**src/rtl/flash_cmd_pkg.sv**
```systemverilog
package flash_cmd_pkg;
  typedef enum logic [2:0] {
    OP_NONE = 3'd0,
    OP_PROG = 3'd1,
    OP_SECT = 3'd2,
    OP_CHIP = 3'd3,
    OP_LOCK = 3'd4
  } op_kind_t;

  typedef enum logic [2:0] {
    SQ_IDLE,
    SQ_UNLK2,
    SQ_CMD,
    SQ_PDATA,
    SQ_EUNLK1,
    SQ_EUNLK2,
    SQ_ECMD
  } seq_state_t;
endpackage

```
**src/rtl/wr_cycle_latch.sv**
```systemverilog
module wr_cycle_latch #(
  parameter int ADDR_W = 18,
  parameter int DATA_W = 8
) (
  input  logic              clk,
  input  logic              rst,
  input  logic              wr,
  input  logic [ADDR_W-1:0] addr,
  input  logic [DATA_W-1:0] wdata,
  output logic              cyc_v,
  output logic [ADDR_W-1:0] cyc_addr,
  output logic [DATA_W-1:0] cyc_data
);
  logic wr_q;

  always_ff @(posedge clk) begin
    if (rst) begin
      wr_q     <= 1'b0;
      cyc_v    <= 1'b0;
      cyc_addr <= '0;
      cyc_data <= '0;
    end else begin
      wr_q  <= wr;
      cyc_v <= 1'b0;
      if (wr && !wr_q) cyc_addr <= addr;
      if (!wr && wr_q) begin
        cyc_v    <= 1'b1;
        cyc_data <= wdata;
      end
    end
  end

  // one decoded cycle per strobe release
  assert_one_cycle_R1: assert property (@(posedge clk) disable iff (rst)
    cyc_v |=> !cyc_v);
endmodule

```
**src/rtl/cmd_seq_fsm.sv**
```systemverilog
module cmd_seq_fsm
  import flash_cmd_pkg::*;
#(
  parameter int              ADDR_W     = 18,
  parameter int              DATA_W     = 8,
  parameter logic [ADDR_W-1:0] UNLK_A1  = 18'h05555,
  parameter logic [ADDR_W-1:0] UNLK_A2  = 18'h02AAA,
  parameter logic [DATA_W-1:0] UNLK_D1  = 8'hAA,
  parameter logic [DATA_W-1:0] UNLK_D2  = 8'h55,
  parameter logic [DATA_W-1:0] CMD_PROG = 8'hA0,
  parameter logic [DATA_W-1:0] CMD_ERS  = 8'h80,
  parameter logic [DATA_W-1:0] CMD_IDIN = 8'h90,
  parameter logic [DATA_W-1:0] CMD_IDOUT= 8'hF0,
  parameter logic [DATA_W-1:0] CMD_SECT = 8'h30,
  parameter logic [DATA_W-1:0] CMD_CHIP = 8'h10,
  parameter logic [DATA_W-1:0] CMD_LOCK = 8'h40
) (
  input  logic              clk,
  input  logic              rst,
  input  logic              cyc_v,
  input  logic [ADDR_W-1:0] cyc_addr,
  input  logic [DATA_W-1:0] cyc_data,
  input  logic              busy,
  output logic              launch,
  output op_kind_t          launch_kind,
  output logic              op_start,
  output op_kind_t          op_kind,
  output logic [ADDR_W-1:0] op_addr,
  output logic [DATA_W-1:0] op_data,
  output logic              id_mode
);
  seq_state_t state, state_n;
  logic       id_n;
  logic       accept;
  logic       hit1, hit2, at_a1;

  assign accept = cyc_v && !busy;
  assign hit1   = (cyc_addr == UNLK_A1) && (cyc_data == UNLK_D1);
  assign hit2   = (cyc_addr == UNLK_A2) && (cyc_data == UNLK_D2);
  assign at_a1  = (cyc_addr == UNLK_A1);

  always_comb begin
    state_n     = state;
    id_n        = id_mode;
    launch      = 1'b0;
    launch_kind = OP_NONE;
    if (accept) begin
      state_n = SQ_IDLE;
      case (state)
        SQ_IDLE:   if (hit1) state_n = SQ_UNLK2;
        SQ_UNLK2:  if (hit2) state_n = SQ_CMD;
        SQ_CMD: begin
          if (at_a1) begin
            if (cyc_data == CMD_PROG)       state_n = SQ_PDATA;
            else if (cyc_data == CMD_ERS)   state_n = SQ_EUNLK1;
            else if (cyc_data == CMD_IDIN)  id_n = 1'b1;
            else if (cyc_data == CMD_IDOUT) id_n = 1'b0;
          end
        end
        SQ_PDATA: begin
          launch      = 1'b1;
          launch_kind = OP_PROG;
        end
        SQ_EUNLK1: if (hit1) state_n = SQ_EUNLK2;
        SQ_EUNLK2: if (hit2) state_n = SQ_ECMD;
        SQ_ECMD: begin
          if (cyc_data == CMD_SECT) begin
            launch      = 1'b1;
            launch_kind = OP_SECT;
          end else if (at_a1 && cyc_data == CMD_CHIP) begin
            launch      = 1'b1;
            launch_kind = OP_CHIP;
          end else if (at_a1 && cyc_data == CMD_LOCK) begin
            launch      = 1'b1;
            launch_kind = OP_LOCK;
          end
        end
        default: state_n = SQ_IDLE;
      endcase
    end
  end

  always_ff @(posedge clk) begin
    if (rst) begin
      state    <= SQ_IDLE;
      id_mode  <= 1'b0;
      op_start <= 1'b0;
      op_kind  <= OP_NONE;
      op_addr  <= '0;
      op_data  <= '0;
    end else begin
      state    <= state_n;
      id_mode  <= id_n;
      op_start <= launch;
      if (launch) begin
        op_kind <= launch_kind;
        op_addr <= cyc_addr;
        op_data <= cyc_data;
      end
    end
  end

  // start is a single-cycle pulse
  assert_start_pulse_R12: assert property (@(posedge clk) disable iff (rst)
    op_start |=> !op_start);
  // timed operations raise busy together with the start pulse
  assert_start_busy_R6: assert property (@(posedge clk) disable iff (rst)
    (op_start && op_kind != OP_LOCK) |-> busy);
  // the lock operation never raises busy
  assert_lock_nobusy_R5: assert property (@(posedge clk) disable iff (rst)
    (op_start && op_kind == OP_LOCK) |-> !busy);
endmodule

```
**src/rtl/op_timer.sv**
```systemverilog
module op_timer
  import flash_cmd_pkg::*;
#(
  parameter int PROG_CYC = 500,
  parameter int SECT_CYC = 2000,
  parameter int CHIP_CYC = 5000
) (
  input  logic     clk,
  input  logic     rst,
  input  logic     launch,
  input  op_kind_t kind,
  output logic     busy
);
  localparam int MAX_A = (PROG_CYC > SECT_CYC) ? PROG_CYC : SECT_CYC;
  localparam int MAXC  = (MAX_A > CHIP_CYC) ? MAX_A : CHIP_CYC;
  localparam int CNT_W = $clog2(MAXC + 1);

  logic [CNT_W-1:0] cnt;
  logic [CNT_W-1:0] dur;

  always_comb begin
    case (kind)
      OP_PROG: dur = CNT_W'(PROG_CYC);
      OP_SECT: dur = CNT_W'(SECT_CYC);
      OP_CHIP: dur = CNT_W'(CHIP_CYC);
      default: dur = '0;
    endcase
  end

  always_ff @(posedge clk) begin
    if (rst) begin
      cnt  <= '0;
      busy <= 1'b0;
    end else if (launch && !busy && dur != '0) begin
      cnt  <= dur;
      busy <= 1'b1;
    end else if (busy) begin
      if (cnt == CNT_W'(1)) busy <= 1'b0;
      cnt <= cnt - 1'b1;
    end
  end

  // the decoder never launches while the timer runs
  assert_no_launch_busy_R7: assert property (@(posedge clk) disable iff (rst)
    busy |-> !launch);
endmodule

```
**src/rtl/rd_port.sv**
```systemverilog
module rd_port #(
  parameter int                ADDR_W   = 18,
  parameter int                DATA_W   = 8,
  parameter logic [DATA_W-1:0] MFR_CODE = 8'h1F,
  parameter logic [DATA_W-1:0] DEV_CODE = 8'h07
) (
  input  logic              clk,
  input  logic              rst,
  input  logic              rd,
  input  logic [ADDR_W-1:0] addr,
  input  logic              id_mode,
  input  logic              locked,
  input  logic [DATA_W-1:0] arr_rdata,
  output logic [DATA_W-1:0] rdata,
  output logic              rdata_oe
);
  logic [DATA_W-1:0] id_val;

  always_comb begin
    if (addr == ADDR_W'(0))      id_val = MFR_CODE;
    else if (addr == ADDR_W'(1)) id_val = DEV_CODE;
    else if (addr == ADDR_W'(2)) id_val = {{(DATA_W-1){1'b0}}, locked};
    else                         id_val = '0;
  end

  always_ff @(posedge clk) begin
    if (rst) begin
      rdata    <= '0;
      rdata_oe <= 1'b0;
    end else begin
      rdata_oe <= rd;
      if (rd) rdata <= id_mode ? id_val : arr_rdata;
    end
  end

  // data is driven only in the clock after a read strobe
  assert_oe_follows_rd_R11: assert property (@(posedge clk) disable iff (rst)
    rdata_oe |-> $past(rd));
endmodule

```
**src/rtl/flash_cmd_ctrl.sv**
```systemverilog
module flash_cmd_ctrl
  import flash_cmd_pkg::*;
#(
  parameter int                ADDR_W   = 18,
  parameter int                DATA_W   = 8,
  parameter int                PROG_CYC = 500,
  parameter int                SECT_CYC = 2000,
  parameter int                CHIP_CYC = 5000,
  parameter logic [DATA_W-1:0] MFR_CODE = 8'h1F,
  parameter logic [DATA_W-1:0] DEV_CODE = 8'h07
) (
  input  logic              clk,
  input  logic              rst,
  input  logic [ADDR_W-1:0] bus_addr,
  input  logic [DATA_W-1:0] bus_wdata,
  input  logic              bus_wr,
  input  logic              bus_rd,
  output logic [DATA_W-1:0] bus_rdata,
  output logic              bus_rdata_oe,
  output logic [ADDR_W-1:0] arr_raddr,
  input  logic [DATA_W-1:0] arr_rdata,
  input  logic              guard_locked,
  output logic              op_start,
  output logic [2:0]        op_kind,
  output logic [ADDR_W-1:0] op_addr,
  output logic [DATA_W-1:0] op_data,
  output logic              busy
);
  logic              cyc_v;
  logic [ADDR_W-1:0] cyc_addr;
  logic [DATA_W-1:0] cyc_data;
  logic              launch;
  op_kind_t          launch_kind;
  op_kind_t          kind_q;
  logic              id_mode;

  assign arr_raddr = bus_addr;
  assign op_kind   = kind_q;

  wr_cycle_latch #(.ADDR_W(ADDR_W), .DATA_W(DATA_W)) u_latch (
    .clk(clk), .rst(rst), .wr(bus_wr), .addr(bus_addr), .wdata(bus_wdata),
    .cyc_v(cyc_v), .cyc_addr(cyc_addr), .cyc_data(cyc_data)
  );

  cmd_seq_fsm #(.ADDR_W(ADDR_W), .DATA_W(DATA_W)) u_fsm (
    .clk(clk), .rst(rst), .cyc_v(cyc_v), .cyc_addr(cyc_addr),
    .cyc_data(cyc_data), .busy(busy), .launch(launch),
    .launch_kind(launch_kind), .op_start(op_start), .op_kind(kind_q),
    .op_addr(op_addr), .op_data(op_data), .id_mode(id_mode)
  );

  op_timer #(.PROG_CYC(PROG_CYC), .SECT_CYC(SECT_CYC), .CHIP_CYC(CHIP_CYC)) u_timer (
    .clk(clk), .rst(rst), .launch(launch), .kind(launch_kind), .busy(busy)
  );

  rd_port #(.ADDR_W(ADDR_W), .DATA_W(DATA_W),
            .MFR_CODE(MFR_CODE), .DEV_CODE(DEV_CODE)) u_rd (
    .clk(clk), .rst(rst), .rd(bus_rd), .addr(bus_addr), .id_mode(id_mode),
    .locked(guard_locked), .arr_rdata(arr_rdata),
    .rdata(bus_rdata), .rdata_oe(bus_rdata_oe)
  );

  // reset leaves the block quiet in the following clock
  assert_reset_quiet_R10: assert property (@(posedge clk)
    rst |=> (!busy && !op_start && !bus_rdata_oe));
endmodule

```
**config.mk**
```make
export PLATFORM = sky130hd
export DESIGN_NAME = flash_cmd_ctrl
export DESIGN_NICKNAME = d
export VERILOG_FILES = /design/src/rtl/flash_cmd_pkg.sv /design/src/rtl/wr_cycle_latch.sv /design/src/rtl/cmd_seq_fsm.sv /design/src/rtl/op_timer.sv /design/src/rtl/rd_port.sv /design/src/rtl/flash_cmd_ctrl.sv
export SDC_FILE = /design/constraint.sdc
export NUM_CORES = 1
export LEC_CHECK = 0
export BUFFER_PORTS_ARGS = -buffer_cell sky130_fd_sc_hd__buf_2
export CORE_MARGIN = 5
export CORE_UTILIZATION = 48
export DETAILED_ROUTE_END_ITERATION = 8
export MAX_ROUTING_LAYER = met4
export PLACE_DENSITY = 0.86
export SLEW_MARGIN = 20
export SYNTH_ARGS = -nofsm -noshare
export SYNTH_HDL_FRONTEND = slang
export SYNTH_SLANG_ARGS = --single-unit
export TNS_END_PERCENT = 30
```
**constraint.sdc**
```tcl
create_clock -name clk -period 1.8 [get_ports clk]
set_input_delay 0.36 -clock clk [delete_from_list [all_inputs] [get_ports clk]]
set_output_delay 0.36 -clock clk [all_outputs]
set_load 0.05 [all_outputs]
```
======== After elaboration in Yosys (flattened, before gate mapping) ========
Cells that the tools add are included.
storage, ports and cells
  input bits .............................. 39
  bits in registers ....................... 85
  logic and storage cells ................. 89
operators by class
  reductions and logical operators ........ 18
  bitwise operators ....................... 2
  $add $sub $neg .......................... 1
  muxes and demuxes ....................... 31
  equal/unequal tests ..................... 23
operators by type and width
  kind                                                                     number
  8-bit equality test, second input constant                               5
  13-bit one-hot mux with 3 select lines                                   1
  3-bit two-way mux                                                        9
  13-bit two-way mux                                                       2
  8-bit two-way mux                                                        3
  18-bit by 1-bit equality test with 1-bit output, second input constant   1
  18-bit by 14-bit equality test with 1-bit output, second input constant  1
  18-bit by 15-bit equality test with 1-bit output, second input constant  1
  18-bit by 2-bit equality test with 1-bit output, second input constant   1
  18-bit logical NOT                                                       1
  8-bit by 7-bit equality test with 1-bit output, second input constant    2
  3-bit one-hot mux with 5 select lines                                    1
  13-bit by 1-bit equality test with 1-bit output, second input constant   1
  13-bit nonzero test                                                      1
  13-bit by 1-bit subtractor with 13-bit output, second input constant     1
  3-bit by 2-bit equality test with 1-bit output, second input constant    4
  1-bit two-way mux                                                        12
  3-bit equality test, second input constant                               3
  1-bit logical AND                                                        9
  8-bit by 5-bit equality test with 1-bit output, second input constant    1
  8-bit by 6-bit equality test with 1-bit output, second input constant    1
  3-bit by 1-bit equality test with 1-bit output, second input constant    2
  3-bit one-hot mux with 2 select lines                                    1
  6-bit AND reduction                                                      1
  other kinds (6)                                                          10

======== Logic depth before layout (Yosys ltp) ========
  depth after elaboration ................. 12
  depth in mapped cells ................... 8

======== Modules after synthesis ========
A second synthesis with hierarchy kept.
unflattened totals
  cells, all modules ...................... 541
  area, all modules ....................... 4907.2 um^2
by module, submodules not included
  module          area an instance (um^2)  cells each  seq. area each (um^2)  times used
  cmd_seq_fsm     2160.8                   255         680.7                  1
  wr_cycle_latch  1287.5                   122         560.5                  1
  op_timer        878.3                    99          280.3                  1
  rd_port         445.4                    47          180.2                  1
  flash_cmd_ctrl  135.1                    18          0.0                    1

======== Worst setup path after synthesis ========
Ideal clock, no wire load.
  path kind ............................... reg2reg
  from .................................... register u_timer.busy
  to ...................................... register u_timer.cnt[4]
  data required time ...................... 1.743 ns
  data arrival time ....................... 2.128 ns
  buffers on the path ..................... 1
  setup slack ............................. -0.385 ns
  period minus slack after synthesis ...... 2.185 ns
  stages on the path, launching flop included .. 8
  library setup time ...................... 0.057 ns
  cell sequence ........................... dfxtp_1 > nand2b_1 > and4b_1 > buf_2 > and2_1 > a311o_2 > o22ai_1 > a21bo_1
between the ends
  longest elaborated chain between the ends .. 8
ends and longest elaborated chain
  element                                                                                                                  line                               source
  from (decl)                                                                                                              op_timer.sv:12                     output logic busy
  from (signal assigned)                                                                                                   op_timer.sv:33                     busy <= 1'b0;
  from (signal assigned)                                                                                                   op_timer.sv:36                     busy <= 1'b1;
  from (signal assigned)                                                                                                   op_timer.sv:38                     if (cnt == CNT_W'(1)) busy <= 1'b0;
  1-bit logical NOT                                                                                                        cmd_seq_fsm.sv:37, op_timer.sv:34
  1-bit logical AND                                                                                                        cmd_seq_fsm.sv:37                  assign accept = cyc_v && !busy;
  3-bit two-way mux                                                                                                        cmd_seq_fsm.sv:47                  if (accept) begin
  3-bit by 2-bit equality test with 1-bit output / 3-bit by 1-bit equality test with 1-bit output (equally long branches)  op_timer.sv:22                     case (kind)
  13-bit one-hot mux with 3 select lines                                                                                   op_timer.sv:22
  13-bit nonzero test                                                                                                      op_timer.sv:34                     end else if (launch && !busy && dur != '0) begin
  1-bit logical AND                                                                                                        op_timer.sv:34
  13-bit two-way mux / 2-bit nonzero test (equally long branches)                                                          --
  to (signal assigned)                                                                                                     op_timer.sv:35                     cnt <= dur;
  to (signal assigned)                                                                                                     op_timer.sv:39                     cnt <= cnt - 1'b1;
  to (decl)                                                                                                                op_timer.sv:18                     logic [CNT_W-1:0] cnt;
Parallel ways exist; a longest one is shown, timed or not.
A chain may end at the register's enable or synchronous reset.

======== Worst setup path in the final report ========
  from .................................... register u_latch.cyc_addr[5]
  to ...................................... register u_fsm.op_addr[12]
between the ends
  longest elaborated chain between the ends .. 7
ends and longest elaborated chain
  element                                               line                  source
  from (decl)                                           wr_cycle_latch.sv:11  output logic [ADDR_W-1:0] cyc_addr,
  from (signal assigned)                                wr_cycle_latch.sv:25  if (wr && !wr_q) cyc_addr <= addr;
  18-bit by 15-bit equality test with 1-bit output (*)  cmd_seq_fsm.sv:40     assign at_a1 = (cyc_addr == UNLK_A1);
  1-bit logical AND                                     cmd_seq_fsm.sv:73     end else if (at_a1 && cyc_data == CMD_LOCK) begin
  1-bit two-way mux                                     cmd_seq_fsm.sv:73
  1-bit two-way mux (*)                                 cmd_seq_fsm.sv:70     end else if (at_a1 && cyc_data == CMD_CHIP) begin
  1-bit two-way mux (*)                                 cmd_seq_fsm.sv:67     if (cyc_data == CMD_SECT) begin
  1-bit one-hot mux with 2 select lines (*)             cmd_seq_fsm.sv:49     case (state)
  1-bit two-way mux (*)                                 cmd_seq_fsm.sv:47
  to (signal assigned)                                  cmd_seq_fsm.sv:97     op_addr <= cyc_addr;
  to (decl)                                             cmd_seq_fsm.sv:28     output logic [ADDR_W-1:0] op_addr,
Every way passes the cells marked *; elsewhere a longest branch is shown, timed or not.

==> key figures <==
Outcome
  • Status: complete, but fails checks
  • Violated checks: setup timing

Timing
  • Final slew viol count: 0
  • Hold Violations, Final: 0
  • Final Critical Period: 1.97 ns
  • Max_slew headroom: 0.558
  • Final setup viols: 40
  • Fin worst setup slack: -0.167 ns
  • Peak Freq: 508 MHz
  • RSZ-0062 raised after global routing: yes
  • Final period util: 1.09
  • Aggregate negative setup slack: -4.63 ns
  • Worst-Margin Slew: 0.663 ns
  • Skew final: 0.0141 ns

Finish
  • Fill cells: 692
  • Multi-input logic area: 2020 sq um
  • Fin nets: 621
  • Fin cells: 690
  • Finished Cell Area: 4970 sq um
  • Ratio of cells with drive above 1 in the final layout: 0.321
  • Area growth syn-to-layout: 25.5%
  • Register area: 1710 sq um
  • Antenna cell count: 0

GRT
  • Vias in the first global route: 3,798
  • First-pass GRT wire length: 17,900 microns
  • Total track usage: 0.225
  • Largest net degree at the start of global routing: 41
  • Total grt overflow: 0
  • Initial antenna violation count: 0

Worst setup path
  • Critical Path RT: 2.05 ns
  • Crit path largest cell delay: 0.54 ns
  • CP endpoint kind: register
  • Worst Path Arrival: 2.22 ns
  • CP Cell Sequence: nand4b_1 > or4_4 > o21bai_4 > a31oi_4 > clkbuf_16 > mux2i_1 > nor2_1
  • Critical-path top delay cell: or4_4
  • Kind of critical path: register to register
  • Crit path max fanout: 14
  • Crit start category: register

Synthesis
  • Largest area contributor in the netlist: dfxtp_1
  • Synthesized cell area: 3960 sq um
  • Top FF cell, synth: dfxtp_1
  • Number of flops mapped to enable cells by yosys: 0
  • Most frequent cell after synthesis: dfxtp_1
  • Ys async rst share: 0
  • Share of the synthesized area in the top cell type: 0.430
  • Synthesized instance count: 466
  • Synth unique cells: 56
  • Synth Net Count: 507
  • Yosys synthesis warning count: 0
  • Top post-synthesis cells by count: dfxtp_1 (85), nand2_1 (75), nor2_1 (47)
  • Largest cells by area after synthesis: dfxtp_1 (43%), nand2_1 (7.1%), mux2i_1 (7.1%)
  • Register bit total from synthesis: 85
  • Sequential cell area fraction in the yosys report: 0.430
  • Synthesized area per cell: 8.50 sq um

Route
  • Drt pass-1 iters: 5
  • Drt wl/cell: 15.8 microns
  • DR vias: 3,781
  • Total routed wirelength: 10,900 microns
  • Drt drc: 0
  • Post-DRT Antenna Nets: 0
  • Vias per cell: 5.48
  • DR iter-0 viols: 213

Clock tree
  • Max clock buf depth: 2
  • # clock sinks: 85
  • Hold buffer count at cts: 0
  • Clk root buf: clkbuf_8
  • Worst skew pair latency: 0.36 ns
  • Clock slew at reported path FFs: 0.10 ns
  • TritonCTS clock tree: built
  • CTS H-tree depth: 3
  • CTS Buf Count: 9

Power
  • Pwr dens: 747 nW/um^2
  • P_leak: 2.34 nW
  • IR drop worst, VDD: 0.432 mV
  • Overall Power: 3.71 mW

Place
  • DP Cell Count: 671
  • Final HPWL from detailed placement: 8130 microns
  • # port buffers: 96
  • Placer Congestion: 0.954
  • DP Area: 4690 sq um

Min path
  • Hold WC Path Type: primary input to register

Die
  • Core Rows: 33
  • Die footprint: 10,200 sq um
  • Die height: 101 microns
  • Die X: 101 microns
  • Core ar.: 8130 sq um
  • Boundary Pins: 97
  • Initial Util: 0.487

Job
  • Max Cap Violations: 0
worst paths after layout:
kind,cells past startpoint,slack [ns],end,start
hold reg to reg,2,0.47,u_fsm.op_kind[0],u_fsm.op_kind[0]
hold / removal,3,0.22,u_rd.rdata[5],arr_rdata[5]
setup reg to reg,7,-0.17,u_fsm.op_addr[12],u_latch.cyc_addr[5]
setup / recovery,7,-0.17,u_fsm.op_addr[12],u_latch.cyc_addr[5]
worst max-delay path: cells and delay by family (launching register included):
| family | cells | cell delay [ns] |
|---|---|---|
| flops | 1 | 0.33 |
| compound gates | 2 | 0.38 |
| mux | 1 | 0.17 |
| buf+inv | 1 | 0.23 |
| simple gates | 3 | 0.75 |
cell families (layout without fill, tap and decap cells):
kind of cell | Yosys count | in the layout | synth area share
AOI/OAI and AO/OA | 83 | 83 | 0.136
muxes | 28 | 28 | 0.0708
adders and majority gates | 2 | 2 | 0.00632
buffers and inverters | 52 | 171 | 0.0764
DFF | 85 | 85 | 0.430
and+or+nand+nor | 213 | 213 | 0.274
xor gates and xnor gates | 3 | 3 | 0.00663
flip-flops by register name, indices dropped and copies added (netlist names), 3 cells and up:
signal and cells:
u_latch.cyc_addr 18, u_timer.cnt 13, u_fsm.op_kind 3, u_latch.cyc_data 8
u_fsm.op_data 8, u_rd.rdata 8, u_fsm.state 3, u_fsm.op_addr 18
where the power goes:
part	switching [mW]	internal [mW]	leakage, nW
clock	0.774	0.534	0.0878
combinational	0.301	0.156	1.56
sequential	0.0276	1.92	0.692
total	1.10	2.61	2.34
per-stage QoR:
stage	hold WS, ns	worst slack [ns]	utilization
floorplan	0.448	-0.0418	-
global placement	0.452	-0.0912	0.577
detailed placement	0.463	-0.157	0.577
CTS	0.205	-0.143	0.603
global route	0.219	-0.240	0.611
finish	0.218	-0.167	0.611
layer usage:
layer,part of all wire,GRT usage
met4,0.012,0.0570
met1,0.43,0.280
met3,0.063,0.0443
met5,0,-
met2,0.49,0.375
layout by cell type (no fill, tap or decap), types with 7 or more instances in the layout:
master,Yosys,layout
a21oi_1,45,44
buf_2,1,96
buf_4,18,46
clkbuf_8,0,9
dfxtp_1,85,82
inv_1,9,9
mux2i_1,28,28
nand2_1,75,75
nand4_1,7,7
nor2_1,47,47
nor2b_1,17,17
nor3_1,10,10
nor4_1,10,7
o21ai_0,9,8
timing repair:
| item | CTS | global route |
|---|---|---|
| setup endpoints to repair | 37 | 46 |
| gates cloned | 0 | 1 |
| pin swaps | 2 | 5 |
| gates resized for setup | 5 | 7 |
| setup buffers | 1 | 1 |
layout make-up:
class                      count  share of cell area
clock buffer                   9              0.0249
sequential                    85               0.344
tap                          105              0.0264
multi-input combinational    329               0.405
inverter                       9             0.00680
clock inverter                 7              0.0131
timing repair buffer         146               0.180
Power figures use the tool's default switching activity.
